### src/rtl/core_power_sequencer.sv
module core_power_sequencer #(
  parameter int CYC_PER_US = 50,
  parameter int NCORE      = 4,
  parameter int STAT_W     = 4
) (
  input  logic                     clk,
  input  logic                     rst_n,
  input  logic [1:0]               cfg_cores,
  input  logic                     req_valid,
  input  logic                     req_up,
  input  logic [1:0]               req_core,
  input  logic [NCORE*8-1:0]       sw_ack,
  input  logic [NCORE*STAT_W-1:0]  core_stat,
  output logic [NCORE*2-1:0]       core_rst,
  output logic [NCORE-1:0]         l1_rst_dis,
  output logic [NCORE-1:0]         dbg_pwrup,
  output logic [NCORE*8-1:0]       sw_code,
  output logic [NCORE-1:0]         pwroff_gate,
  output logic                     busy,
  output logic                     done,
  output logic [NCORE-1:0]         wfi
);
  localparam int US_W  = 5;
  localparam int PRE_W = $clog2(CYC_PER_US + 1);
  localparam logic [PRE_W-1:0] PRE_LD = PRE_W'(CYC_PER_US - 1);
  localparam logic [US_W-1:0]  US10 = 5'd10;
  localparam logic [US_W-1:0]  US20 = 5'd20;
  localparam logic [US_W-1:0]  US30 = 5'd30;

  typedef enum logic [3:0] {
    S_IDLE, S_WAIT, U_RST, U_DBG0, U_SW, U_ACK, U_GATE, U_REL, U_DBG1,
    D_RST, D_DBG, D_GATE, D_SW, D_ACK
  } st_t;

  st_t              st, ret;
  logic [2:0]       idx;
  logic [1:0]       core;
  logic [PRE_W-1:0] pre;
  logic [US_W-1:0]  us;
  logic [NCORE-1:0] on;
  logic [7:0]       ack_sel;

  function automatic logic [7:0] ramp_code(input logic [2:0] k);
    case (k)
      3'd0:    return 8'hFE;
      3'd1:    return 8'hF8;
      3'd2:    return 8'hE0;
      3'd3:    return 8'h80;
      default: return 8'h00;
    endcase
  endfunction

  function automatic logic [US_W-1:0] ramp_dwell(input logic [2:0] k);
    case (k)
      3'd0, 3'd4: return US20;
      default:    return US10;
    endcase
  endfunction

  assign busy    = (st != S_IDLE);
  assign ack_sel = sw_ack[{core, 3'b000} +: 8];

  for (genvar i = 0; i < NCORE; i++) begin : g_wfi
    assign wfi[i] = core_stat[i*STAT_W + 2];
  end
  logic unused_stat;
  assign unused_stat = ^core_stat;

  always_ff @(posedge clk or negedge rst_n) begin
    if (!rst_n) begin
      st          <= S_IDLE;
      ret         <= S_IDLE;
      idx         <= '0;
      core        <= '0;
      pre         <= '0;
      us          <= '0;
      on          <= '0;
      done        <= 1'b0;
      core_rst    <= '0;
      l1_rst_dis  <= '1;
      dbg_pwrup   <= '0;
      sw_code     <= '1;
      pwroff_gate <= '1;
    end else begin
      done <= 1'b0;
      case (st)
        S_IDLE: if (req_valid && req_core <= cfg_cores) begin
          core <= req_core;
          if (req_up == on[req_core]) done <= 1'b1;
          else st <= req_up ? U_RST : D_RST;
        end
        S_WAIT: begin
          if (pre == '0) begin
            if (us == US_W'(1)) st <= ret;
            else begin
              us  <= us - US_W'(1);
              pre <= PRE_LD;
            end
          end else pre <= pre - PRE_W'(1);
        end
        U_RST: begin
          core_rst[{core, 1'b0} +: 2] <= 2'b00;
          l1_rst_dis[core] <= 1'b0;
          st <= S_WAIT; ret <= U_DBG0; us <= US10; pre <= PRE_LD;
        end
        U_DBG0: begin
          dbg_pwrup[core] <= 1'b0;
          idx <= '0;
          st  <= U_SW;
        end
        U_SW: begin
          sw_code[{core, 3'b000} +: 8] <= ramp_code(idx);
          st  <= S_WAIT;
          ret <= (idx == 3'd4) ? U_ACK : U_SW;
          us  <= ramp_dwell(idx);
          pre <= PRE_LD;
          idx <= idx + 3'd1;
        end
        U_ACK: if (ack_sel == 8'h00) st <= U_GATE;
        U_GATE: begin
          pwroff_gate[core] <= 1'b0;
          st <= S_WAIT; ret <= U_REL; us <= US20; pre <= PRE_LD;
        end
        U_REL: begin
          core_rst[{core, 1'b0} +: 2] <= 2'b11;
          st <= U_DBG1;
        end
        U_DBG1: begin
          dbg_pwrup[core] <= 1'b1;
          on[core] <= 1'b1;
          done <= 1'b1;
          st   <= S_IDLE;
        end
        D_RST: begin
          core_rst[{core, 1'b0} +: 2] <= 2'b00;
          st <= D_DBG;
        end
        D_DBG: begin
          dbg_pwrup[core] <= 1'b0;
          st <= D_GATE;
        end
        D_GATE: begin
          pwroff_gate[core] <= 1'b1;
          st <= S_WAIT; ret <= D_SW; us <= US20; pre <= PRE_LD;
        end
        D_SW: begin
          sw_code[{core, 3'b000} +: 8] <= 8'hFF;
          st <= S_WAIT; ret <= D_ACK; us <= US30; pre <= PRE_LD;
        end
        D_ACK: if (ack_sel == 8'hFF) begin
          on[core] <= 1'b0;
          done <= 1'b1;
          st   <= S_IDLE;
        end
        default: st <= S_IDLE;
      endcase
    end
  end
endmodule


### config.mk
export PLATFORM = sky130hd
export DESIGN_NAME = core_power_sequencer
export DESIGN_NICKNAME = d
export VERILOG_FILES = /design/src/rtl/core_power_sequencer.sv
export SDC_FILE = /design/constraint.sdc
export NUM_CORES = 1
export LEC_CHECK = 0
export CORE_MARGIN = 8
export CORE_UTILIZATION = 33
export CTS_CLUSTER_DIAMETER = 60
export CTS_CLUSTER_SIZE = 12
export DETAILED_ROUTE_END_ITERATION = 10
export DONT_BUFFER_PORTS = 1
export MAX_ROUTING_LAYER = met4
export PLACE_DENSITY = 0.52
export SKIP_CTS_REPAIR_TIMING = 1
export SYNTH_ARGS = -nofsm -noshare
export SYNTH_HDL_FRONTEND = slang
export SYNTH_SLANG_ARGS = --single-unit
### constraint.sdc
create_clock -name clk -period 5.66 [get_ports clk]
set_input_delay 0.566 -clock clk [delete_from_list [all_inputs] [get_ports clk]]
set_output_delay 0.566 -clock clk [all_outputs]
set_load 0.005 [all_outputs]
Yosys cells after proc, flatten, opt, wreduce, memory -nomap -nowiden
Cells that the tools add are included.
Word-level totals
  flip-flop bits (word level): 81
  output and inout bits: 58
  word-level logic and storage cells: 129
Operators by class
  $add $sub $neg: 5
  $lt $le $gt $ge: 4
  eq/ne operators: 28
  shift-type cells: 7
  mux-type cells: 38
  bitwise logic cells: 8
  reduce and logical (&&, ||, !) cells: 26
Operators by type and width (number)
  $bwmux W32: 2
  $pmux W32 S2: 1
  $pmux W4 S9: 1
  $mux W4: 8
  $pmux W8 S4: 1
  $shift A8 B7 Y32 const A: 1
  $shiftx A32 B6 Y8: 1
  $shiftx A8 B7 Y32: 1
  $shiftx A8 B7 Y32 const A: 1
  $pmux W5 S5: 1
  $eq A4 B4 Y1 const B: 6
  $pmux W4 S2: 3
  $pmux W4 S5: 1
  $and A4 B4 Y4: 4
  $bwmux W8: 2
  $eq A4 B3 Y1 const B: 4
  $pmux W8 S2: 1
  $shiftx A2 B5 Y8 const A: 2
  $mux W5: 3
  $ne A2 B2 Y1 const B: 7
  $reduce_bool A2 Y1: 7
  $mux W6: 2
  $or A4 B4 Y4: 3
  $pmux W6 S2: 1
  other kinds (37): 52

Logic depth before layout (Yosys ltp)
  depth in word-level cells: 8
  mapped depth: 9

Worst setup path before layout
No wires, ideal clock.
  path kind: register -> register
  from: register us[1]
  to: register us[2]
  library setup time: 0.121 ns
  data arrival time: 2.143 ns
  data required time: 5.539 ns
  path slack: 3.396 ns
  cell stages (with the launch flop): 9
  buffers on the path: 2
  path through: dfrtp_1 > inv_1 > ha_1 > or4b_1 > o41a_1 > buf_6 > a211o_1 > buf_6 > a22o_1
On the way
  longest elaborated chain between the ends: 4
  elaborated cells between the ends (all ways): 7
  those cells by class: add/sub (1); eq/ne (2); mux (3); reduce/logical (1)
Ends and longest elaborated chain
  start: declaration: line 39  | logic [US_W-1:0] us;
  start signal: assignment: line 96  | us <= us - US_W'(1);
  start signal: assignment: line 115  | us <= ramp_dwell(idx);
  $sub A5 B1 Y5: line 96
  $mux W5: line 94  | if (us == US_W'(1)) st <= ret;
  $mux W5: line 93  | if (pre == '0) begin
  $pmux W5 S5: line 86  | case (st)
Several ways; a longest one is shown, not always the timed one. The select of a mux whose other input is x is not followed.
A chain may end at the register's enable or synchronous reset.

Final worst setup path
  from: register core[0]
  to: register st[3]
On the way
  longest elaborated chain between the ends: 4
  elaborated cells between the ends (all ways): 6
  those cells by class: eq/ne (3); shift (1); reduce/logical (2)
Ends and longest elaborated chain
  start: declaration: line 37  | logic [1:0] core;
  start signal: assignment: line 88  | core <= req_core;
  $shiftx A32 B6 Y8 (*): line 61  | assign ack_sel = sw_ack[{core, 3'b000} +: 8];
  $eq A8 B8 Y1 or $logic_not A8 Y1 (tied branches): line 150, 119
  $ne A2 B2 Y1 (no source line)
  $reduce_and A6 Y1 (no source line) (*)
  end signal: assignment: line 90  | else st <= req_up ? U_RST : D_RST;
  end signal: assignment: line 94
  end: declaration: line 35  | st_t st, ret;
Mark *: on every way between the ends. The rest lies on a longest branch, timed or not.

==> impl_metrics.csv <==
group,metric,value,unit
drt,drc,0,
global_routing,busiest_layer,"met2",
global_routing,grt-ovfl-total,0,
clock_tree,h-tree-depth,3,
critical_path,required,5.92,ns
floorplanning,die_w,125.9,µm
synth,synth-seq-area-share,0.4172,
global_routing,grt_use_met3,0.05654,
place,dpl_worst_slack,2.928,ns
drt,viasPerCell,5.596,
critical_path,crit_type,"reg -> reg",
global_routing,track_usage,0.1295,
sta,fin_skew,0.005930,ns
synth,syn_inst,412,
synth,synthDistinctLibCells,64,
global_routing,grt_use_met1,0.1685,
sta,fmaxAchievable,357.9,MHz
status,outcome,"complete, no violations",
final_layout,antennaDiodeCount,0,
synth,ys_warn_count,0,
synth,synth.most_common_cell,"nand2_1",
sta,slew_headroom,0.4631,
final_layout,final_util,0.3542,
global_routing,first_global_vias,2817,
sta,worst_hold_slack,0.09017,ns
synth,synth.cell_area,3983,µm²
drt,drtAntennaViolNets,0,
synth,syn-num-nets,483,
synth,synth-edff-count,0,
clock_tree,cts_root_buf,"clkbuf_16",
floorplanning,core_area,11910,µm²
sta,worst_pin_slew,0.7992,ns
global_routing,grt_pass1_wl,15930,µm
sta,fin_crit_sh,0.4936,
place,gp_congestion,0.7865,
clock_tree,clk_latency,0.32,ns
sta,setup_ws,2.866,ns
floorplanning,rows,40,
drt,num_vias,2977,
power_and_ir_drop,power.leakage,1.670,nW
synth,async_flop_share,1.000,
clock_tree,clk_pin_slew,0.05,ns
drt,post_drt_wl_per_cell,19.09,µm
floorplanning,die_y,125.9,µm
drt,drt_iter0_markers,235,
synth,syn_area_per_cell,9.666,µm²
min_path,hold_path.class,"in -> async",
drt,drt-total-wl,10160,µm
place,dp.cells,516,
drt,drtPass1Iterations,5,
sta,drv_slew,0,
synth,ys_seq_elements,65,
synth,synth_top_area_cell,"dfrtp_1",
place,dp_hpwl,7141,µm
clock_tree,clk_path_buf_depth,2,
critical_path,start_kind,"flip-flop",
global_routing,grt_start_max_net_pins,66,
final_layout,final_nets,452,
global_routing,antenna_found_initial,0,
power_and_ir_drop,peakVddDrop,0.1691,mV
synth,synth_top_area_share,0.2325,
sta,setup_violations,0,
final_layout,area_growth,5.938,%
final_layout,fillers,1188,
sta,rsz0062_at_grt,"no",
clock_tree,clock_sinks,65,
synth,synth.top_cells.by_area,"dfrtp_1 (23%), dfstp_2 (18%), mux4_2 (5.1%)",
place,portBuffers,0,
run,max-cap-violations,0,
floorplanning,dieArea,15840,µm²
synth,netlist_top_cells_count,"nand2_1 (38), dfrtp_1 (37), a21oi_1 (35), nor2_1 (29), dfstp_2 (28)",
sta,min_period,2.794,ns
floorplanning,io-pin-count,114,
sta,finalSetupTns,0,ns
power_and_ir_drop,power_density,553.5,nW/µm²
final_layout,drive_gt1_frac,0.1584,
floorplanning,initial_core_util,0.3343,
synth,synthFlopType,"dfrtp_1",
critical_path,worst-path-max-fanout,13,
clock_tree,cts_buffers,9,
sta,finalHoldViolCount,0,
global_routing,grt_util_met2,0.1786,
critical_path,crit_path_end_kind,"flip-flop",
final_layout,finalNonFillerCells,532,
clock_tree,cts_tree,"done",
critical_path,critPathArrivalTime,3.05,ns
-- layout by cell type, fill, tap and decap left out, types with 9 or more instances in the layout --
| master | netlist | routed |
|---|---|---|
| a21oi_1 | 35 | 35 |
| nor2_1 | 29 | 29 |
| dfstp_2 | 28 | 28 |
| inv_1 | 18 | 18 |
| mux4_2 | 9 | 9 |
| nand2_1 | 38 | 38 |
| a221o_1 | 14 | 14 |
| clkbuf_16 | 0 | 9 |
| nor3_1 | 13 | 13 |
| ha_1 | 15 | 15 |
| a22o_1 | 12 | 12 |
| dfrtp_1 | 37 | 37 |
| o21ai_0 | 10 | 10 |
-- path summary, 6_finish.rpt --
| path | from | endpoint | slack [ns] | depth (start not counted) |
|---|---|---|---|---|
| max | core[0] | st[3] | 2.87 | 5 |
| min | rst_n | async pin | 0.09 | 1 |
| max reg2reg | core[0] | st[3] | 2.87 | 5 |
| min reg2reg | flip-flop | flip-flop | 0.49 | 2 |
| max in group asynchronous | rst_n | us[4] | 5.38 | 1 |
| min in group clk | req_core[1] | core[1] | 0.38 | 1 |
-- stage by stage --
step | area, µm² | total power [mW]
2_1_floorplan | 3983 | 1.672
6_report | 4219 | 2.335
5_1_grt | 4219 | 2.527
4_1_cts | 4192 | 2.361
3_5_place_dp | 3923 | 1.843
3_3_place_gp | 3923 | 1.824
-- worst max-delay path, cell delays in order (launching register included) --
cell       delay [ns]
dfrtp_1          0.76
mux4_2           0.61
nor4_1           0.54
a2111oi_0        0.26
nor3_1           0.37
a22o_1           0.19
-- power breakdown --
group          internal (mW)  total [mW]  switching [mW]
registers              0.660       0.880           0.221
clock network          0.317       0.502           0.184
logic                  0.410       0.953           0.543
-- cells by family after synthesis --
kind of cell,synth area share
AO/OA/AOI/OAI,0.2199
flip-flops,0.4172
adder cells (fa/ha/maj),0.04713
AND/OR/NAND/NOR,0.1533
XOR/XNOR,0.01319
multiplexers,0.06158
buffers and inverters,0.08765
-- layer usage --
layer	share of wire	wire length, µm
met1	0.48	4838
met2	0.42	4315
met3	0.094	958
met4	0.0041	42
met5	0	0
-- cell type report --
class	instances	area, µm²	share of cell area
repair buffers	4	50.05	0.01186
clock inverters	1	5.005	0.001186
multi-input cells	279	1972	0.4674
clock buffers	14	264.0	0.06257
flip-flops and latches	65	1662	0.3938
inverters	22	82.58	0.01957
well taps	147	183.9	0.04359
No activity file was read; power rests on OpenSTA's default activity.
